==> config.mk <==
export PLATFORM = sky130hd
export DESIGN_NAME = rom_patch_unit
export DESIGN_NICKNAME = d
export VERILOG_FILES = /design/src/rtl/rpu_pkg.sv /design/src/rtl/rpu_reg_decode.sv /design/src/rtl/rpu_cell.sv /design/src/rtl/rpu_prio_mux.sv /design/src/rtl/rom_patch_unit.sv
export SDC_FILE = /design/constraint.sdc
export NUM_CORES = 1
export LEC_CHECK = 0
export BUFFER_PORTS_ARGS = -buffer_cell sky130_fd_sc_hd__buf_2
export CAP_MARGIN = 10
export CELL_PAD_IN_SITES_DETAIL_PLACEMENT = 0
export CELL_PAD_IN_SITES_GLOBAL_PLACEMENT = 2
export CORE_MARGIN = 5
export CORE_UTILIZATION = 43
export CTS_BUF_LIST = sky130_fd_sc_hd__clkbuf_8
export CTS_CLUSTER_DIAMETER = 60
export CTS_CLUSTER_SIZE = 14
export DETAILED_ROUTE_END_ITERATION = 7
export GPL_TIMING_DRIVEN = 0
export PLACE_DENSITY_LB_ADDON = 0.1
export SKIP_LAST_GASP = 1
export SYNTH_ARGS = -nofsm -noshare
export SYNTH_HDL_FRONTEND = slang
export SYNTH_SLANG_ARGS = --single-unit
==> constraint.sdc <==
create_clock -name clk_i -period 2.66 [get_ports clk_i]
set_clock_uncertainty 0.15 [all_clocks]
set_input_delay 0 -clock clk_i [delete_from_list [all_inputs] [get_ports clk_i]]
set_output_delay 0 -clock clk_i [all_outputs]
set_load 0.02 [all_outputs]
==> src/rtl/rpu_pkg.sv <==
package rpu_pkg;
  localparam int BYTE_W    = 8;
  localparam int EN0_SELS  = 7;  // select bits held in enable register 0
  localparam int EXTRA_REG = 3;  // data, enable 0, enable 1
  typedef logic [BYTE_W-1:0] byte_t;
endpackage

==> src/rtl/rpu_reg_decode.sv <==
module rpu_reg_decode
  import rpu_pkg::*;
#(
  parameter int          N_CELLS    = 10,
  parameter int          ADDR_BYTES = 3,
  parameter int          CFG_AW     = 16,
  parameter int unsigned CFG_BASE   = 32'h1E64
) (
  input  logic                  clk_i,
  input  logic                  rst_ni,
  input  logic                  cfg_we_i,
  input  logic [CFG_AW-1:0]     cfg_addr_i,
  input  byte_t                 cfg_wdata_i,
  output logic                  mode_o,
  output logic [N_CELLS-1:0]    sel_o,
  output logic [ADDR_BYTES-1:0] addr_byte_we_o,
  output logic                  data_we_o
);
  localparam int DATA_OFF = ADDR_BYTES;
  localparam int EN0_OFF  = ADDR_BYTES + 1;
  localparam int EN1_OFF  = ADDR_BYTES + 2;

  logic [CFG_AW-1:0]  off;
  logic               wr_en0, wr_en1, store_ok;
  logic               mode_q;
  logic [N_CELLS-1:0] sel_q, sel_d;

  assign off    = cfg_addr_i - CFG_AW'(CFG_BASE);
  assign wr_en0 = cfg_we_i && (off == CFG_AW'(EN0_OFF));
  assign wr_en1 = cfg_we_i && (off == CFG_AW'(EN1_OFF));

  // stores need write mode and a single selected cell
  assign store_ok = !mode_q && (sel_q != '0) &&
                    ((sel_q & (sel_q - N_CELLS'(1))) == '0);

  for (genvar k = 0; k < ADDR_BYTES; k++) begin : g_abyte
    assign addr_byte_we_o[k] = cfg_we_i && store_ok && (off == CFG_AW'(k));
  end
  assign data_we_o = cfg_we_i && store_ok && (off == CFG_AW'(DATA_OFF));

  for (genvar i = 0; i < N_CELLS; i++) begin : g_sel
    if (i < EN0_SELS) begin : g_r0
      assign sel_d[i] = wr_en0 ? cfg_wdata_i[i+1] : sel_q[i];
    end else begin : g_r1
      assign sel_d[i] = wr_en1 ? cfg_wdata_i[i-EN0_SELS] : sel_q[i];
    end
  end

  always_ff @(posedge clk_i or negedge rst_ni) begin
    if (!rst_ni) begin
      mode_q <= 1'b0;
      sel_q  <= '0;
    end else begin
      if (wr_en0) mode_q <= cfg_wdata_i[0];
      sel_q <= sel_d;
    end
  end

  assign mode_o = mode_q;
  assign sel_o  = sel_q;
endmodule

==> src/rtl/rpu_cell.sv <==
module rpu_cell
  import rpu_pkg::*;
#(
  parameter int ADDR_BYTES = 3,
  parameter int AW         = ADDR_BYTES * BYTE_W
) (
  input  logic                  clk_i,
  input  logic                  rst_ni,
  input  logic [ADDR_BYTES-1:0] addr_byte_we_i,
  input  logic                  data_we_i,
  input  byte_t                 wbyte_i,
  input  logic                  cmp_en_i,
  input  logic [AW-1:0]         bus_addr_i,
  output logic                  hit_o,
  output logic [AW-1:0]         addr_o,
  output byte_t                 data_o
);
  logic [AW-1:0] addr_q;
  byte_t         data_q;

  always_ff @(posedge clk_i or negedge rst_ni) begin
    if (!rst_ni) begin
      addr_q <= '1;
      data_q <= '0;
    end else begin
      for (int k = 0; k < ADDR_BYTES; k++) begin
        if (addr_byte_we_i[k]) addr_q[k*BYTE_W +: BYTE_W] <= wbyte_i;
      end
      if (data_we_i) data_q <= wbyte_i;
    end
  end

  assign hit_o  = cmp_en_i && (addr_q == bus_addr_i);
  assign addr_o = addr_q;
  assign data_o = data_q;
endmodule

==> src/rtl/rpu_prio_mux.sv <==
module rpu_prio_mux
  import rpu_pkg::*;
#(
  parameter int N_CELLS = 10
) (
  input  logic [N_CELLS-1:0]        hit_i,
  input  logic [N_CELLS*BYTE_W-1:0] data_flat_i,
  output logic [N_CELLS-1:0]        grant_o,
  output logic                      any_o,
  output byte_t                     data_o
);
  always_comb begin
    grant_o = '0;
    any_o   = 1'b0;
    data_o  = '0;
    for (int i = 0; i < N_CELLS; i++) begin
      if (hit_i[i] && !any_o) begin
        grant_o[i] = 1'b1;
        any_o      = 1'b1;
        data_o     = data_flat_i[i*BYTE_W +: BYTE_W];
      end
    end
  end
endmodule

==> src/rtl/rom_patch_unit.sv <==
module rom_patch_unit
  import rpu_pkg::*;
#(
  parameter int          N_CELLS    = 10,
  parameter int          ADDR_BYTES = 3,
  parameter int          CFG_AW     = 16,
  parameter int unsigned CFG_BASE   = 32'h1E64,
  parameter int          AW         = ADDR_BYTES * BYTE_W
) (
  input  logic              clk_i,
  input  logic              rst_ni,
  input  logic              cfg_we_i,
  input  logic [CFG_AW-1:0] cfg_addr_i,
  input  logic [7:0]        cfg_wdata_i,
  input  logic [AW-1:0]     bus_addr_i,
  input  logic              bus_rd_i,
  input  logic [7:0]        rom_data_i,
  output logic [7:0]        data_o,
  output logic              patch_oe_o,
  output logic              rom_en_o
);
  logic                      mode_q;
  logic [N_CELLS-1:0]        sel_q, hit, grant;
  logic [ADDR_BYTES-1:0]     addr_byte_we;
  logic                      data_we, any_hit;
  logic [N_CELLS*AW-1:0]     cell_addr_flat;
  logic [N_CELLS*BYTE_W-1:0] cell_data_flat;
  byte_t                     patch_byte;

  rpu_reg_decode #(
    .N_CELLS(N_CELLS), .ADDR_BYTES(ADDR_BYTES),
    .CFG_AW(CFG_AW), .CFG_BASE(CFG_BASE)
  ) u_dec (
    .clk_i, .rst_ni, .cfg_we_i, .cfg_addr_i, .cfg_wdata_i,
    .mode_o(mode_q), .sel_o(sel_q),
    .addr_byte_we_o(addr_byte_we), .data_we_o(data_we)
  );

  for (genvar i = 0; i < N_CELLS; i++) begin : g_cell
    rpu_cell #(.ADDR_BYTES(ADDR_BYTES), .AW(AW)) u_cell (
      .clk_i, .rst_ni,
      .addr_byte_we_i(addr_byte_we & {ADDR_BYTES{sel_q[i]}}),
      .data_we_i(data_we & sel_q[i]),
      .wbyte_i(cfg_wdata_i),
      .cmp_en_i(mode_q & sel_q[i]),
      .bus_addr_i,
      .hit_o(hit[i]),
      .addr_o(cell_addr_flat[i*AW +: AW]),
      .data_o(cell_data_flat[i*BYTE_W +: BYTE_W])
    );
  end

  rpu_prio_mux #(.N_CELLS(N_CELLS)) u_mux (
    .hit_i(hit), .data_flat_i(cell_data_flat),
    .grant_o(grant), .any_o(any_hit), .data_o(patch_byte)
  );

  assign data_o     = any_hit ? patch_byte : rom_data_i;
  assign patch_oe_o = bus_rd_i & any_hit;
  assign rom_en_o   = bus_rd_i & ~any_hit;
endmodule

* Word-level counts from Yosys, hierarchy flattened *
Cells that the tools add are included.

operators by class
  add/subtract/negate cells = 2
  multipliers = 0
  div/mod/pow operators = 0
  $lt $le $gt $ge = 0
  equality and inequality tests = 15
  shift operators = 0
  mux-type cells = 21
  bitwise gates (word level) = 34
  reductions and logical operators = 41

operators with widths
  cell                    number
  $eq 24x24->1            10
  $mux 8                  11
  $eq 16x2->1 const B     2
  $eq 16x3->1 const B     2
  $and 3x3->3             10
  $logic_and 1x1->1       28
  $and 1x1->1             22
  $eq 16x1->1 const B     1
  $logic_not 16->1        1
  $sub 16x13->16 const B  1
  $and 10x10->10          1
  $logic_not 1->1         10
  $logic_not 10->1        1
  $mux 1                  10
  $reduce_bool 10->1      1
  $sub 10x1->10 const B   1
  $not 1->1               1

storage, ports and cells
  flip-flop bits (word level) = 331
  latch bits = 0
  RAM bits = 0
  memory bits (read-only) = 0
  bits of input ports = 60
  output and inout bits = 10
  logic and storage cells = 156
  memories = 0

* Longest topological paths before layout *
Gate-level depths: netlist of run 1.

  word-level depth = 32
  gate-level depth with buffers = 11
  depth with buffers taken out = 9

* Hierarchy *
Synthesis of run 1 repeated with hierarchy kept, for this count alone.

unflattened totals
  cell total of the unflattened synthesis = 1300
  area total of the unflattened synthesis = 17082.6 um^2

by module, submodules not included
  module          times used  cells an instance  area an instance (um^2)  seq. area each (um^2)
  rpu_cell        10          101                1480.2                   830.8
  rpu_prio_mux    1           162                1072.3                   0.0
  rpu_reg_decode  1           67                 748.2                    275.3
  rom_patch_unit  1           61                 460.4                    0.0

* Least setup slack after synthesis of run 1 *
OpenSTA, ideal clock, no wires.

  path kind = register to register
  start point = reg u_dec.sel_q[1], in the netlist u_dec.sel_o[1]
  end point = reg g_cell[6].u_cell.data_q[0]
  library setup time = 0.125 ns
  data arrival time = 2.452 ns
  required time = 2.385 ns
  setup slack = -0.067 ns
  cell stages (with the launch flop) = 12
  path buffers = 2
  clock period less this slack = 2.727 ns
  path through = dfrtp_1 -> buf_8 -> nor4_4 -> xnor2_1 -> o21ai_1 -> mux2i_1 -> nor2_1 -> o31ai_1 -> nor4_1 -> bufbuf_16 -> nand2_8 -> mux2_4

on the way
  longest elaborated chain between the ends = 7
  elaborated cells on any way between the ends = 9
  classes of those cells = 1 x add/sub; 2 x bitwise; 6 x reduce/logical

RTL lines
  what                                RTL line              text
  start: declaration                  rpu_reg_decode.sv:26  logic [N_CELLS-1:0] sel_q, sel_d;
  start signal: assignment            rpu_reg_decode.sv:55  sel_q <= sel_d;
  $sub 10x1->10                       rpu_reg_decode.sv:34  ((sel_q & (sel_q - N_CELLS'(1))) == '0);
  $and 10x10->10                      rpu_reg_decode.sv:34
  $logic_not 10->1                    rpu_reg_decode.sv:34
  $logic_and 1x1->1 (*)               rpu_reg_decode.sv:33  assign store_ok = !mode_q && (sel_q != '0) &&
  $logic_and 1x1->1 (*) (2 in a row)  rpu_reg_decode.sv:39  assign data_we_o = cfg_we_i && store_ok && (off == CFG_AW'(DATA_OFF));
  $and 1x1->1 (*)                     rom_patch_unit.sv:43  .data_we_i(data_we & sel_q[i]),
  end signal: assignment              rpu_cell.sv:29        if (data_we_i) data_q <= wbyte_i;
  end: declaration                    rpu_cell.sv:19        byte_t data_q;

Every way passes the cells marked *; elsewhere a longest branch is shown, timed or not.
A chain may end at the register's enable or synchronous reset.

* Worst setup path after layout of run 1 *
  start point = reg u_dec.mode_q, in the netlist u_dec.mode_o
  end point = out data_o[2]

on the way
  longest elaborated chain between the ends = 31
  elaborated cells on any way between the ends = 59
  classes of those cells = 21 x mux; 10 x bitwise; 28 x reduce/logical

RTL lines
  what                                     RTL line              text
  start: declaration                       rpu_reg_decode.sv:25  logic mode_q;
  start signal: assignment                 rpu_reg_decode.sv:54  if (wr_en0) mode_q <= cfg_wdata_i[0];
  $and 1x1->1                              rom_patch_unit.sv:45  .cmp_en_i(mode_q & sel_q[i]),
  $logic_and 1x1->1                        rpu_cell.sv:33        assign hit_o = cmp_en_i && (addr_q == bus_addr_i);
  $mux 1                                   rpu_prio_mux.sv:17    if (hit_i[i] && !any_o) begin
  $logic_not 1->1                          rpu_prio_mux.sv:17
  $logic_and 1x1->1                        rpu_prio_mux.sv:17
  $mux 1                                   rpu_prio_mux.sv:17
  $logic_not 1->1                          rpu_prio_mux.sv:17
  $logic_and 1x1->1                        rpu_prio_mux.sv:17
  [... 15 more ...]                        n/a
  $mux 1                                   rpu_prio_mux.sv:17
  $logic_not 1->1                          rpu_prio_mux.sv:17
  $logic_and 1x1->1                        rpu_prio_mux.sv:17
  $mux 1                                   rpu_prio_mux.sv:17
  $logic_not 1->1                          rpu_prio_mux.sv:17
  $logic_and 1x1->1                        rpu_prio_mux.sv:17
  $mux 8 / $mux 1 (equally long branches)  rpu_prio_mux.sv:17
  $mux 8 (*)                               rom_patch_unit.sv:58  assign data_o = any_hit ? patch_byte : rom_data_i;
  end: declaration                         rom_patch_unit.sv:18  output logic [7:0] data_o,

Marked as above.

==> impl_metrics.ini, run 1 <==
[synthesis]
synth-seq-cells = 331
synth_cells = 1318
synthAdderAreaFrac_pct = 0.0531
synth_mux_area_share_pct = 27.0
syn_nets = 1378
synth_top_cell_area_share_pct = 33.4
synth_top_cell_by_area = dfstp_2
synth_top_family_by_area = multiplexers
synth_edf_count = 0
synth_area_um2 = 18900
synth_compound_area_share_pct = 2.29
ys_types = 55
synthArstFlopShare_pct = 100
seq_area_frac_synth_pct = 45.5
yosys.area_share.simple_pct = 10.9
syn_area_per_cell_um2 = 14.3
synth_common_cells = mux2_4 (320), dfstp_2 (240), xor2_1 (136), xnor2_1 (104), dfrtp_1 (91)
synth_most_common_cell = mux2_4
synth-xor-area-share_pct = 11.1
netlist_top_cells_area = dfstp_2 (33%), mux2_4 (25%), dfrtp_1 (12%), xor2_1 (6.3%), xnor2_1 (4.8%)
synth_top_flop_cell = dfstp_2
synth-warning-count = 0

[placement]
hpwlAfterDp_um = 35400
place_area_um2 = 19900
gp_congestion = 0.800
portBuffers = 46

[sta]
max_freq_mhz = 282
max-slew-margin-rel_pct = 28.6
final_hold_viol_count = 0
setup_viol = 332
setup-tns-final_ns = -112.47
period_minus_slack_ns = 3.54
whs_ns = 0.0232
worst_pin_slew_ns = 1.07
rsz0062_at_grt = yes
setup_slack_ns = -0.884
drv_slew = 0
fin_crit_sh_pct = 133

[setup_path]
crit_fanout = 10
crit_type = register to output pin
cp.arrival_ns = 3.39
cpMaxStageDelayCell = nor4_4
crit_top_cell = buf_4
reg2reg_slack_ns = -0.44
start_kind = register
required_ns = 2.51
endpoint_kind = output pin
cp_slowest_stage_delay_ns = 0.48
cp_cell_sequence = clkbuf_8 > and3_1 > nand4_1 > nor4_4 > buf_4 > buf_4 > nor4_4 > buf_12 > nand2_4 > or3_1 > and3_1 > buf_4

[layout]
drive_gt1_share_pct = 59.6
syn_to_final_growth_pct = 16.3
nets = 1530
antenna_cells = 0
fill_cells = 3797
final_area_um2 = 21900

[power]
powerDensity_nw_per_um2 = 450
power_leakage_nw = 9.81
ir_drop_mv = 0.333

[detailed_routing]
drc_errors = 0
wl_per_cell_um = 27.7
totalWireLength_um = 57500
drt-pass1-iter-count = 5
viasPerCell = 5.36
drtIter0Drc = 581
vias = 11100
ant_nets = 0

[min_path]
hold_class = input port to register

[floorplan]
io_pins = 70
rows = 76
die_h_um = 219
start_util_pct = 43.6
fp.coreArea_um2 = 43300
dieArea_um2 = 48200
die_width_um = 219

[cts]
cts_max_path_buffers = 3
cts_buffers = 37
clock-sinks = 331
cts_tree = yes
htree_levels = 2
clk_pin_slew_ns = 0.10
ctsRootBufferMaster = clkbuf_8
clk_latency_ns = 0.61

[run]
maxCapViolations = 0

[run_status]
violations = setup timing
outcome = complete, but fails checks

[grt]
grt_usage_pct = 24.0
antenna_found_initial = 1
grt_pass1_wl_um = 83500
grt_max_degree = 97
grt_pass1_vias = 11800
globalRouteOverflowTotal = 0
[final timing paths]
kind                                                 start                     endpoint  cells after the start
worst min-delay path                         cfg_addr_i[1]   g_cell[4].u_cell.addr_o[2]                      5
worst max-delay path                          u_dec.mode_o                    data_o[2]                     12
min in group asynchronous                           rst_ni   g_cell[0].u_cell.addr_o[0]                      2
max in group asynchronous                           rst_ni  g_cell[5].u_cell.addr_o[10]                      5
worst min register to register  g_cell[1].u_cell.data_o[0]   g_cell[1].u_cell.data_o[0]                      1
worst max register to register              u_dec.sel_o[1]   g_cell[0].u_cell.addr_o[6]                     11
[area by class of cell]
cell class / instances / area, um2 / share of cell area (%)
inverters: 6 / 22.5 / 0.103
clock buffers: 39 / 537 / 2.45
flip-flops and latches: 331 / 8580 / 39.1
well taps: 585 / 732 / 3.34
multi-input cells: 901 / 10200 / 46.5
repair buffers: 114 / 986 / 4.50
plain buffers: 79 / 603 / 2.75
clock inverters: 21 / 273 / 1.24
[worst max-delay path, delay by kind of cell (launching register included)]
family,cells,cell delay (ns)
flip-flops,1,0.47
buffers and inverters,5,0.87
AND/OR/NAND/NOR,7,1.43
[power by group]
part / internal (mW) / total [mW] / switching, mW / leakage [nW]
registers: 5.05 / 5.05 / 0.0000319 / 3.74
clock network: 1.91 / 4.03 / 2.12 / 0.405
logic: 0.220 / 0.800 / 0.580 / 5.66
total: 7.18 / 9.88 / 2.70 / 9.81
[metrics by stage]
step,cells,setup slack [ns],power (mW),utilization [%]
4_1_cts,2065,-0.950,10.0,50.1
6_report,2076,-0.884,9.88,50.7
2_1_floorplan,1318,0.000363,5.47,-
3_3_place_gp,1949,-5.14,5.87,45.9
3_5_place_dp,1952,-1.50,5.89,46.1
5_1_grt,2076,-1.05,10.3,50.7
[flip-flops by register name (all words and copies together), names as in the netlist]
| register | flops |
|---|---|
| u_dec.sel_o | 10 |
| g_cell.u_cell.data_o | 80 |
| u_dec.mode_o | 1 |
| g_cell.u_cell.addr_o | 240 |
[layout by cell type, fill, tap and decap left out, drive strengths merged, types with 14 or more instances in the layout]
master       synthesis  layout
xor2               136     136
buf                 33     126
nor2                15      15
nand3               24      24
dfstp              240     240
nor4                50      50
dlygate4sd3          0      23
a21oi               24      24
xnor2              104     104
o21ai               14      14
dfrtp               91      91
nand4               35      35
nand2               68      68
clkbuf              43      81
inv                  6      15
mux2               336     336
[cell families after synthesis]
logic type | after synthesis
DFF | 331
and+or+nand+nor | 248
muxes | 346
xor gates and xnor gates | 240
AOI/OAI and AO/OA | 66
adders and majority gates | 1
buffers and inverters | 86
[metal layers]
layer | vias to the layer above | track usage, % | routed length, um
met5 | - | 0 | 0
met4 | 0 | 7.81 | 1890
met3 | 91 | 3.06 | 1780
met2 | 187 | 37.6 | 26200
met1 | 5896 | 34.6 | 27600
li1 | 4960 | - | -
[timing repair]
item                                    in CTS  in global routing
gates resized for setup                    106                 37
pin swaps                                   43                 29
hold buffers                                23                  0
hold endpoints to repair                   143                  0
endpoints found under the setup margin     330                337
buffers inserted                            29                 12
cloned                                       3                  1
No activity file was read; power rests on OpenSTA's default activity.
==> run 2, diff against run 1 <==
--- a/config.mk
+++ b/config.mk
@@ -5,12 +5,13 @@
 export SDC_FILE = /design/constraint.sdc
 export NUM_CORES = 1
 export LEC_CHECK = 0
+export ABC_AREA = 1
 export BUFFER_PORTS_ARGS = -buffer_cell sky130_fd_sc_hd__buf_2
 export CAP_MARGIN = 10
 export CELL_PAD_IN_SITES_DETAIL_PLACEMENT = 0
 export CELL_PAD_IN_SITES_GLOBAL_PLACEMENT = 2
 export CORE_MARGIN = 5
-export CORE_UTILIZATION = 43
+export CORE_UTILIZATION = 34
 export CTS_BUF_LIST = sky130_fd_sc_hd__clkbuf_8
 export CTS_CLUSTER_DIAMETER = 60
 export CTS_CLUSTER_SIZE = 14
==> run 2 against run 1 <==
- the flow still finishes with violations (setup timing)
- wire length is 36% higher
- core utilization decreased by 7.9 points
- register-to-register slack got worse by 0.02 ns
- sequential power about the same
- largest power group unchanged
==> impl_metrics.ini, run 2 <==
[run_status]
outcome = complete, but fails checks
violations = setup timing

[synthesis]
synth_top_cell_area_share_pct = 34.3
synth_common_cells = nand2_1 (1229), dfstp_2 (240), nand3_1 (214), inv_1 (167), nor2_1 (147)
synth_most_common_cell = nand2_1
synth_cells = 2562
syn_nets = 2622
seq_area_frac_synth_pct = 46.7
synthArstFlopShare_pct = 100
synth_top_cell_by_area = dfstp_2
synth-seq-cells = 331
ys_types = 42
synth_top_flop_cell = dfstp_2
netlist_top_cells_area = dfstp_2 (34%), nand2_1 (25%), dfrtp_1 (12%), nand3_1 (5.8%), inv_1 (3.4%)
synth-warning-count = 0
synth_area_um2 = 18400
synth_edf_count = 0
syn_area_per_cell_um2 = 7.17

[min_path]
hold_class = input port to register
worstHoldPathCells = 9

[cts]
cts_tree = yes
cts_buffers = 40
ctsRootBufferMaster = clkbuf_8
cts_max_path_buffers = 3
clk_latency_ns = 0.64
clk_pin_slew_ns = 0.10
clock-sinks = 331
htree_levels = 2

[floorplan]
fp.coreArea_um2 = 53700
start_util_pct = 34.2
dieArea_um2 = 58800
die_width_um = 242
rows = 85
die_h_um = 242
io_pins = 70

[grt]
grt_usage_pct = 25.5
grt_pass1_vias = 17100
grt_pass1_wl_um = 112000
globalRouteOverflowTotal = 0
grt_max_degree = 117
antenna_found_initial = 3

[sta]
setup_slack_ns = -0.765
fin_crit_sh_pct = 129
max-slew-margin-rel_pct = 27.9
drv_slew = 0
worst_pin_slew_ns = 1.08
rsz0062_at_grt = yes
setup_viol = 325
final_hold_viol_count = 0
period_minus_slack_ns = 3.43
max_freq_mhz = 292

[detailed_routing]
ant_nets = 0
totalWireLength_um = 78200
drc_errors = 0
drtIter0Drc = 1392
drt-pass1-iter-count = 5
viasPerCell = 5.12
vias = 17700
wl_per_cell_um = 22.6

[layout]
nets = 2792
syn_to_final_growth_pct = 25.1
final_cell_mix = nand2_1 (1007), dfstp_2 (240), nand3_1 (197)
final_common_cell = nand2_1
fill_cells = 5552
drive_gt1_share_pct = 32.0
final_area_um2 = 23000
largest_register_ffs = 240

[setup_path]
reg2reg_slack_ns = -0.46
cp.arrival_ns = 3.28
cp_top_family = simple AND/OR/NAND/NOR gates
endpoint_kind = output pin
crit_type = register to output pin
cpMaxStageDelayCell = dfstp_2
required_ns = 2.51
crit_top_cell = nand2_1
start_kind = register
crit_fanout = 5
worst-path-buf-inv = 4
crit_cells = 16
cp_cell_sequence = inv_1 > nand2_1 > nand2_1 > nor4_2 > nand3_1 > nor2_4 > nand4_1 > buf_6 > nand2_2 > inv_2 > nand2_2 > nand2_1 > nand2_1 > nand2_2 > a21oi_2 > buf_4
cp_slowest_stage_delay_ns = 0.59
r2r_cells = 15

[power]
powerDensity_nw_per_um2 = 448
ir_drop_mv = 0.380
power_leakage_nw = 10.7
p_comb_share_pct = 8.3
p_switching_mw = 2.90
p_seq_share_pct = 49.0
clkPwrFrac_pct = 42.7
swShare_pct = 28.1
p_int_mw = 7.41

[placement]
gp_congestion = 0.884
portBuffers = 48
hpwlAfterDp_um = 53800
preCtsSetupSlack_ns = -1.04
place_area_um2 = 19600

[run]
maxCapViolations = 0
run 2: cell count changes in the layout (fill, tap and decap cells not counted), moves of 24 or more:
cell | previous run | this run
inv_1 | 6 | 155
inv_2 | 1 | 25
mux2_4 | 324 | 0
nand2_1 | 24 | 1007
nand2_2 | 2 | 193
nand2_4 | 2 | 38
nand2_8 | 40 | 14
nand3_1 | 23 | 197
nor2_1 | 13 | 117
nor2_4 | 0 | 37
o21ai_0 | 2 | 55
o22ai_1 | 0 | 36
xnor2_1 | 104 | 29
xor2_1 | 132 | 30
run 2: logic make-up after synthesis:
family                    after synthesis  synth area share (%)
and+or+nand+nor                      1718                  38.9
xor gates and xnor gates               61                  2.91
DFF                                   331                  46.7
buffers and inverters                 309                  6.84
AOI/OAI and AO/OA                     143                  4.64
run 2: what timing repair did:
action	CTS	global route
buffers inserted	28	22
resized for setup	144	377
endpoints found under the hold margin	332	0
hold buffers	19	0
pin swaps	35	225
endpoints found under the setup margin	330	332
gates cloned	2	6
run 2: per-layer routing:
| layer | vias up | GRT usage, % | wire length (um) |
|---|---|---|---|
| met4 | 0 | 8.09 | 2530 |
| met1 | 8784 | 35.2 | 35200 |
| met2 | 465 | 42.3 | 36900 |
| met3 | 121 | 2.49 | 3500 |
| li1 | 8347 | - | - |
| met5 | - | 0 | 0 |
run 2: power by group through the flow:
stage,registers (mW),clock network [mW],logic (mW)
final,5.05,4.40,0.858
after global routing,5.05,4.68,0.920
after CTS,5.05,4.50,0.845
after detailed placement,5.13,0,0.810
after global placement,5.13,0,0.799
after floorplan,5.13,0,0.342
run 2: area by class of cell:
| cell class | count | area, um2 | share of cell area, % |
|---|---|---|---|
| multi-input combinational | 1922 | 9900 | 43.0 |
| clock inverter | 26 | 308 | 1.34 |
| timing repair buffer | 128 | 1210 | 5.27 |
| antenna | 3 | 7.51 | 0.0326 |
| clock buffer | 44 | 606 | 2.63 |
| sequential | 331 | 8590 | 37.4 |
| buffer | 116 | 728 | 3.17 |
| inverter | 193 | 773 | 3.36 |
| tap | 696 | 871 | 3.79 |
run 2: final timing paths:
path / start / endpoint
max reg2reg: u_dec.mode_o / g_cell[1].u_cell.data_o[5]
max in group asynchronous: rst_ni / g_cell[1].u_cell.data_o[1]
min reg2reg: g_cell[0].u_cell.addr_o[16] / g_cell[0].u_cell.addr_o[16]
min: cfg_addr_i[11] / g_cell[9].u_cell.addr_o[16]
max: g_cell[6].u_cell.addr_o[23] / data_o[3]
min in group asynchronous: rst_ni / g_cell[6].u_cell.addr_o[10]
run 2: through the flow:
step	util (%)	hold WS [ns]	std cells	setup TNS (ns)	total power [mW]
2_1_floorplan	-	-0.446	2562	0	5.47
3_3_place_gp	36.3	0.164	3306	-1363.52	5.93
3_5_place_dp	36.4	0.176	3309	-154.71	5.94
4_1_cts	39.9	0.0602	3428	-114.76	10.4
5_1_grt	42.8	0.0755	3457	-125.85	10.6
6_report	42.8	0.0598	3459	-81.17	10.3
run 2: worst reg2reg max path, delay by kind of cell (launching register included):
family | cells | cell delay, ns
AO/OA/AOI/OAI | 3 | 0.54
buffers and inverters | 5 | 0.76
AND/OR/NAND/NOR | 7 | 1.14
flip-flops | 1 | 0.42
